===== src/rtl/seg_xlat_pkg.sv =====
package seg_xlat_pkg;

    localparam int SEL_W   = 16;
    localparam int ADDR_W  = 32;
    localparam int PL_W    = 2;
    localparam int SIDX_W  = SEL_W - PL_W - 1;
    localparam int CAUSE_W = 3;

    typedef struct packed {
        logic              present;
        logic [PL_W-1:0]   dpl;
        logic [ADDR_W-1:0] limit;
        logic [ADDR_W-1:0] base;
    } seg_desc_t;

    typedef struct packed {
        logic [SIDX_W-1:0] index;
        logic              local_tbl;
        logic [PL_W-1:0]   rpl;
    } seg_sel_t;

    typedef enum logic [CAUSE_W-1:0] {
        CAUSE_NONE    = 3'd0,
        CAUSE_ABSENT  = 3'd1,
        CAUSE_LIMIT   = 3'd2,
        CAUSE_PRIV    = 3'd3,
        CAUSE_INDEX   = 3'd4
    } fault_cause_e;

    typedef struct packed {
        logic              fault;
        fault_cause_e      cause;
        logic [ADDR_W-1:0] lin;
    } xlat_res_t;

    function automatic logic [PL_W-1:0] weaker_pl(input logic [PL_W-1:0] a,
                                                  input logic [PL_W-1:0] b);
        return (a > b) ? a : b;
    endfunction

endpackage


===== src/rtl/seg_desc_table.sv =====
module seg_desc_table
    import seg_xlat_pkg::*;
#(
    parameter int ENTRIES = 8,
    localparam int IDX_W  = $clog2(ENTRIES)
) (
    input  logic             clk,
    input  logic             rst,
    input  logic             wr_en,
    input  logic [IDX_W-1:0] wr_idx,
    input  seg_desc_t        wr_desc,
    input  logic [IDX_W-1:0] rd_idx,
    output seg_desc_t        rd_desc
);

    seg_desc_t mem [ENTRIES];

    always_ff @(posedge clk) begin
        if (rst) begin
            for (int i = 0; i < ENTRIES; i++) begin
                mem[i] <= '0;
            end
        end else if (wr_en) begin
            for (int i = 0; i < ENTRIES; i++) begin
                if (wr_idx == IDX_W'(i)) begin
                    mem[i] <= wr_desc;
                end
            end
        end
    end

    always_comb begin
        rd_desc = '0;
        for (int i = 0; i < ENTRIES; i++) begin
            if (rd_idx == IDX_W'(i)) begin
                rd_desc = mem[i];
            end
        end
    end

endmodule


===== src/rtl/seg_check.sv =====
module seg_check
    import seg_xlat_pkg::*;
(
    input  logic              xlat_en,
    input  logic              idx_ok,
    input  seg_desc_t         desc,
    input  logic [ADDR_W-1:0] offset,
    input  logic [PL_W-1:0]   cpl,
    input  logic [PL_W-1:0]   rpl,
    output xlat_res_t         res
);

    logic [PL_W-1:0] eff_pl;

    always_comb begin
        eff_pl    = weaker_pl(cpl, rpl);
        res.fault = 1'b0;
        res.cause = CAUSE_NONE;
        res.lin   = '0;
        if (!xlat_en) begin
            res.lin = offset;
        end else if (!idx_ok) begin
            res.fault = 1'b1;
            res.cause = CAUSE_INDEX;
        end else if (!desc.present) begin
            res.fault = 1'b1;
            res.cause = CAUSE_ABSENT;
        end else if (eff_pl > desc.dpl) begin
            res.fault = 1'b1;
            res.cause = CAUSE_PRIV;
        end else if (offset > desc.limit) begin
            res.fault = 1'b1;
            res.cause = CAUSE_LIMIT;
        end else begin
            res.lin = desc.base + offset;
        end
    end

endmodule


===== src/rtl/seg_xlat.sv =====
module seg_xlat
    import seg_xlat_pkg::*;
#(
    parameter int ENTRIES = 8,
    localparam int IDX_W  = $clog2(ENTRIES)
) (
    input  logic              clk,
    input  logic              rst,
    input  logic              xlat_en,
    input  logic              req,
    input  logic [SEL_W-1:0]  sel,
    input  logic [ADDR_W-1:0] offset,
    input  logic [PL_W-1:0]   cpl,
    input  logic              wr_en,
    input  logic              wr_local,
    input  logic [IDX_W-1:0]  wr_idx,
    input  logic [ADDR_W-1:0] wr_base,
    input  logic [ADDR_W-1:0] wr_limit,
    input  logic [PL_W-1:0]   wr_dpl,
    input  logic              wr_present,
    output logic [ADDR_W-1:0] lin_addr,
    output logic              valid,
    output logic              fault,
    output logic [CAUSE_W-1:0] cause
);

    localparam logic [SIDX_W-1:0] ENTRIES_V = SIDX_W'(ENTRIES);

    seg_sel_t  sel_f;
    seg_desc_t wr_desc;
    seg_desc_t tbl_rd [2];
    seg_desc_t desc_sel;
    logic      idx_ok;
    xlat_res_t res;

    assign sel_f   = seg_sel_t'(sel);
    assign idx_ok  = sel_f.index < ENTRIES_V;
    assign wr_desc = '{present: wr_present, dpl: wr_dpl, limit: wr_limit, base: wr_base};

    for (genvar t = 0; t < 2; t++) begin : g_tbl
        seg_desc_table #(.ENTRIES(ENTRIES)) u_tbl (
            .clk     (clk),
            .rst     (rst),
            .wr_en   (wr_en && (wr_local == 1'(t))),
            .wr_idx  (wr_idx),
            .wr_desc (wr_desc),
            .rd_idx  (sel_f.index[IDX_W-1:0]),
            .rd_desc (tbl_rd[t])
        );
    end

    assign desc_sel = sel_f.local_tbl ? tbl_rd[1] : tbl_rd[0];

    seg_check u_chk_logic (
        .xlat_en (xlat_en),
        .idx_ok  (idx_ok),
        .desc    (desc_sel),
        .offset  (offset),
        .cpl     (cpl),
        .rpl     (sel_f.rpl),
        .res     (res)
    );

    always_ff @(posedge clk) begin
        if (rst || !req) begin
            valid    <= 1'b0;
            fault    <= 1'b0;
            cause    <= '0;
            lin_addr <= '0;
        end else begin
            valid    <= 1'b1;
            fault    <= res.fault;
            cause    <= res.cause;
            lin_addr <= res.lin;
        end
    end

endmodule


===== config.mk =====
export PLATFORM = sky130hd
export DESIGN_NAME = seg_xlat
export DESIGN_NICKNAME = d
export VERILOG_FILES = /design/src/rtl/seg_xlat_pkg.sv /design/src/rtl/seg_desc_table.sv /design/src/rtl/seg_check.sv /design/src/rtl/seg_xlat.sv
export SDC_FILE = /design/constraint.sdc
export NUM_CORES = 2
export LEC_CHECK = 0
export ABC_AREA = 1
export BUFFER_PORTS_ARGS = -buffer_cell sky130_fd_sc_hd__buf_2
export CORE_ASPECT_RATIO = 0.9
export CORE_MARGIN = 1.5
export CORE_UTILIZATION = 56
export CTS_CLUSTER_SIZE = 30
export DETAILED_ROUTE_END_ITERATION = 10
export GPL_TIMING_DRIVEN = 1
export MAX_ROUTING_LAYER = met4
export PLACE_DENSITY = 0.8
export SKIP_LAST_GASP = 1
export SLEW_MARGIN = 20
export SYNTH_ARGS = -nofsm -noshare
export SYNTH_HDL_FRONTEND = slang
export SYNTH_SLANG_ARGS = --single-unit

===== constraint.sdc =====
create_clock -name clk -period 5.6 [get_ports clk]
set_input_delay 0.28 -clock clk [delete_from_list [all_inputs] [get_ports clk]]
set_output_delay 0.28 -clock clk [all_outputs]
set_load 0.05 [all_outputs]

==> reports/metrics.cfg <==
[layout]
regArea_um2=32900
final_nets=4792
drive_above_1_share=0.0920
multiInputGateArea_um2=13300
stdcell_area_um2=54100
area_growth_pct=12.6
num-fill-cells=6204

[setup_path]
critical_path.cell_chain=buf_2 > inv_2 > nand3_1 > inv_4 > a21oi_1 > nand4_1 > o21ai_0 > nand2_1 > a21oi_1 > o21ai_0 > inv_1 > ha_1 > nand2_1 > nor2_1 > nand4_1 > nor2b_1 > nand4_1 > nand2_1 > nand2_1 > nor3_4 > buf_4 > nand2_1 > a21oi_1
crit_fanout=71
start_kind=primary input
cp.arrival_ns=5.05
end_kind=flip-flop
cpMaxStageDelayCell=inv_4
path_class=in -> reg
rrSetupSlack_ns=1.85
path_common_cell=nand2_1
cp.required_ns=6.19
startpoint=sel[5]
cpPeakStageDelay_ns=0.79
r2r_cells=21
r2r_end=lin_addr[10]
rr_startpoint=g_tbl[1].u_tbl.mem[0][122]
crit_end=lin_addr[10]

[routing]
drc=0
drt_pre_antenna_iters=8
drt_iter0_drc=5707
wl_um=154000
antenna_left=0
vias=36654
routedWlPerCell_um=26.4
via_per_inst=6.30

[yosys]
synth_mux_area_frac=0
ys_seq_elements=1109
syn_area_per_cell_um2=10.8
synthArstFlopShare=0
netlist_area_um2=48000
synth_compound_area_frac=0.0691
synth.top_cell.area_share=0.670
syn_inst=4454
synth_cell_types=40
ys.flop_type=edfxtp_1
seq_area_frac_synth=0.686
synthAdderAreaFrac=0.0181
synthXorXnorAreaFrac=0.00456
synth-edff-count=1072
synth-simple-area-share=0.181
yosys.area.top_type=edfxtp_1
synth.area.top_cells=edfxtp_1 (67%), nand2_1 (7.3%), nor2_1 (7.3%)
yosys_warnings=0
syn_nets=4649
synth_top_family_by_area=simple AND/OR/NAND/NOR gates

[placement]
dp_hpwl_um=83500
dpl_cell_area_um2=50000
portBuffers=162
dp_slack_ns=0.727
gp_congestion=0.981

[timing]
skew_ns=0.0204
setup_violations=0
setup_tns_ns=0
slew_viol_final=0
max_slew.worst_pin.slew_ns=1.20
period_share=0.796
fin_ws_ns=1.14
hold_violations=0
finalCriticalPeriod_ns=4.46
fmax_mhz=224
max_slew_margin=0.196
rsz0062_at_grt=false

[global_route]
grt.overflow.total=0
antenna_found_initial=4
met3_usage=0.0961
met1_usage=0.447
grt_usage=0.357
grt.busiest_layer=met2
grt_max_degree=93
grt_pass1_wl_um=223000
grt_use_met2=0.547
first_global_vias=35528

[min_path]
hold_path_depth=3
holdCritPathClass=in -> reg

[floorplanning]
die_h_um=281
top_level_ports=163
core-area_um2=84700
initial_core_util=0.567
rows=101
die_area_um2=87500
dieWidth_um=312

[clocking]
cts_tree=built
clockBufferDepth=3
clkSinkCount=1109
clk_latency_ns=0.69
cts_inserted_buffers=110
clkTransAtPathRegs_ns=0.06
cts.htree.levels=3
post-cts-setup-buffers=0
cts_root_buf=clkbuf_16

[pwr]
power.density_nw_per_um2=348
irDropWorstVdd_uv=240
p_leak_uw=0.0202

[outcome]
outcome=finished clean

[job]
cap_violations=0

worst min path at each step:
| stage | slack, ns | endpoint | startpoint |
|---|---|---|---|
| finish | 0.01 | g_tbl[1].u_tbl.mem[1][131] | wr_dpl[0] |
| global route | 0.02 | g_tbl[1].u_tbl.mem[1][131] | wr_dpl[0] |
| CTS | 0.005 | g_tbl[1].u_tbl.mem[1][131] | wr_dpl[0] |
| detailed placement | 0.55 | cause[2] | sel[7] |
| global placement | 0.55 | cause[2] | sel[7] |
| floorplan | 0.43 | lin_addr[0] | offset[0] |
sequential cells by signal, summed over array words and instances, names as in the netlist:
name,flops
cause,3
fault,1
g_tbl.u_tbl.mem,1072
lin_addr,32
valid,1
metal layers:
metal / wire (µm) / part of all wire / vias up
li1: - / - / 15657
met1: 52000 / 0.34 / 17228
met2: 68500 / 0.45 / 3176
met3: 25200 / 0.16 / 593
met5: 0 / 0 / -
met4: 7970 / 0.052 / 0
report_power, final:
part           total (µW)  switching, µW  internal [µW]
Clock                7040           3160           3880
Combinational        2000           1480            516
Sequential           9800            145           9660
Total               18800           4790          14100
worst max-delay path, delay by kind of cell:
| kind | cells | cell delay (ns) |
|---|---|---|
| AO/OA/AOI/OAI | 5 | 0.98 |
| adder cells (fa/ha/maj) | 1 | 0.34 |
| buffers and inverters | 5 | 1.61 |
| AND/OR/NAND/NOR | 12 | 1.77 |
final cells by class:
class,instances,area share
sequential,1109,0.609
clock inverter,70,0.00999
tap,1133,0.0262
multi-input combinational,2829,0.246
timing repair buffer,294,0.0390
antenna,4,0.000185
clock buffer,130,0.0523
inverter,253,0.0177
stage by stage:
step	power, µW	instances	util	hold WS, ns
finish	18800	5822	0.639	0.0146
global route	19300	5821	0.639	0.0179
CTS	18700	5818	0.639	0.00522
detailed placement	11800	5552	0.591	0.553
global placement	11800	5552	0.591	0.554
floorplan	11100	4454	-	0.429
cells in the final DEF, fill, tap and decap left out, types with 25 or more instances in the layout:
cell	n
nand2_1	924
a221oi_1	70
o21ai_0	132
dlygate4sd3_1	66
clkbuf_16	110
o211ai_1	25
dfxtp_1	37
nand4_1	121
a21oi_1	308
ha_1	68
inv_1	186
edfxtp_1	1072
clkinv_1	76
nor2_1	929
nand3_1	130
buf_2	161
buf_4	56
synthesized netlist by cell type, types with 4 or more instances:
cell      count
edfxtp_1   1072
nand2_1     939
nor2_1      929
a21oi_1     308
clkbuf_1    208
inv_1       198
o21ai_0     137
nand3_1     130
nand4_1     121
a221oi_1     70
ha_1         68
clkinv_1     49
dfxtp_1      37
buf_1        26
buf_2        25
o211ai_1     25
a22o_1       19
xor2_1       18
nor3_1       14
nor4_1        9
xnor2_1       7
inv_2         6
o21bai_1      6
nor3_4        5
a21o_1        4
buf_4         4
or2_2         4
kinds of logic (layout without fill, tap and decap cells):
kind of cell    after synthesis  count (layout)
simple gates               2159            2159
flops                      1109            1109
compound gates              576             576
buf+inv                     516             747
fa+ha+maj                    69              69
xor+xnor                     25              25
other cells                   0               4
repair_timing:
action                    in CTS  in global routing
hold endpoints to repair      93                  0
hold buffers                  66                  0
resized for setup              0                  0
Power figures use the tool's default switching activity.
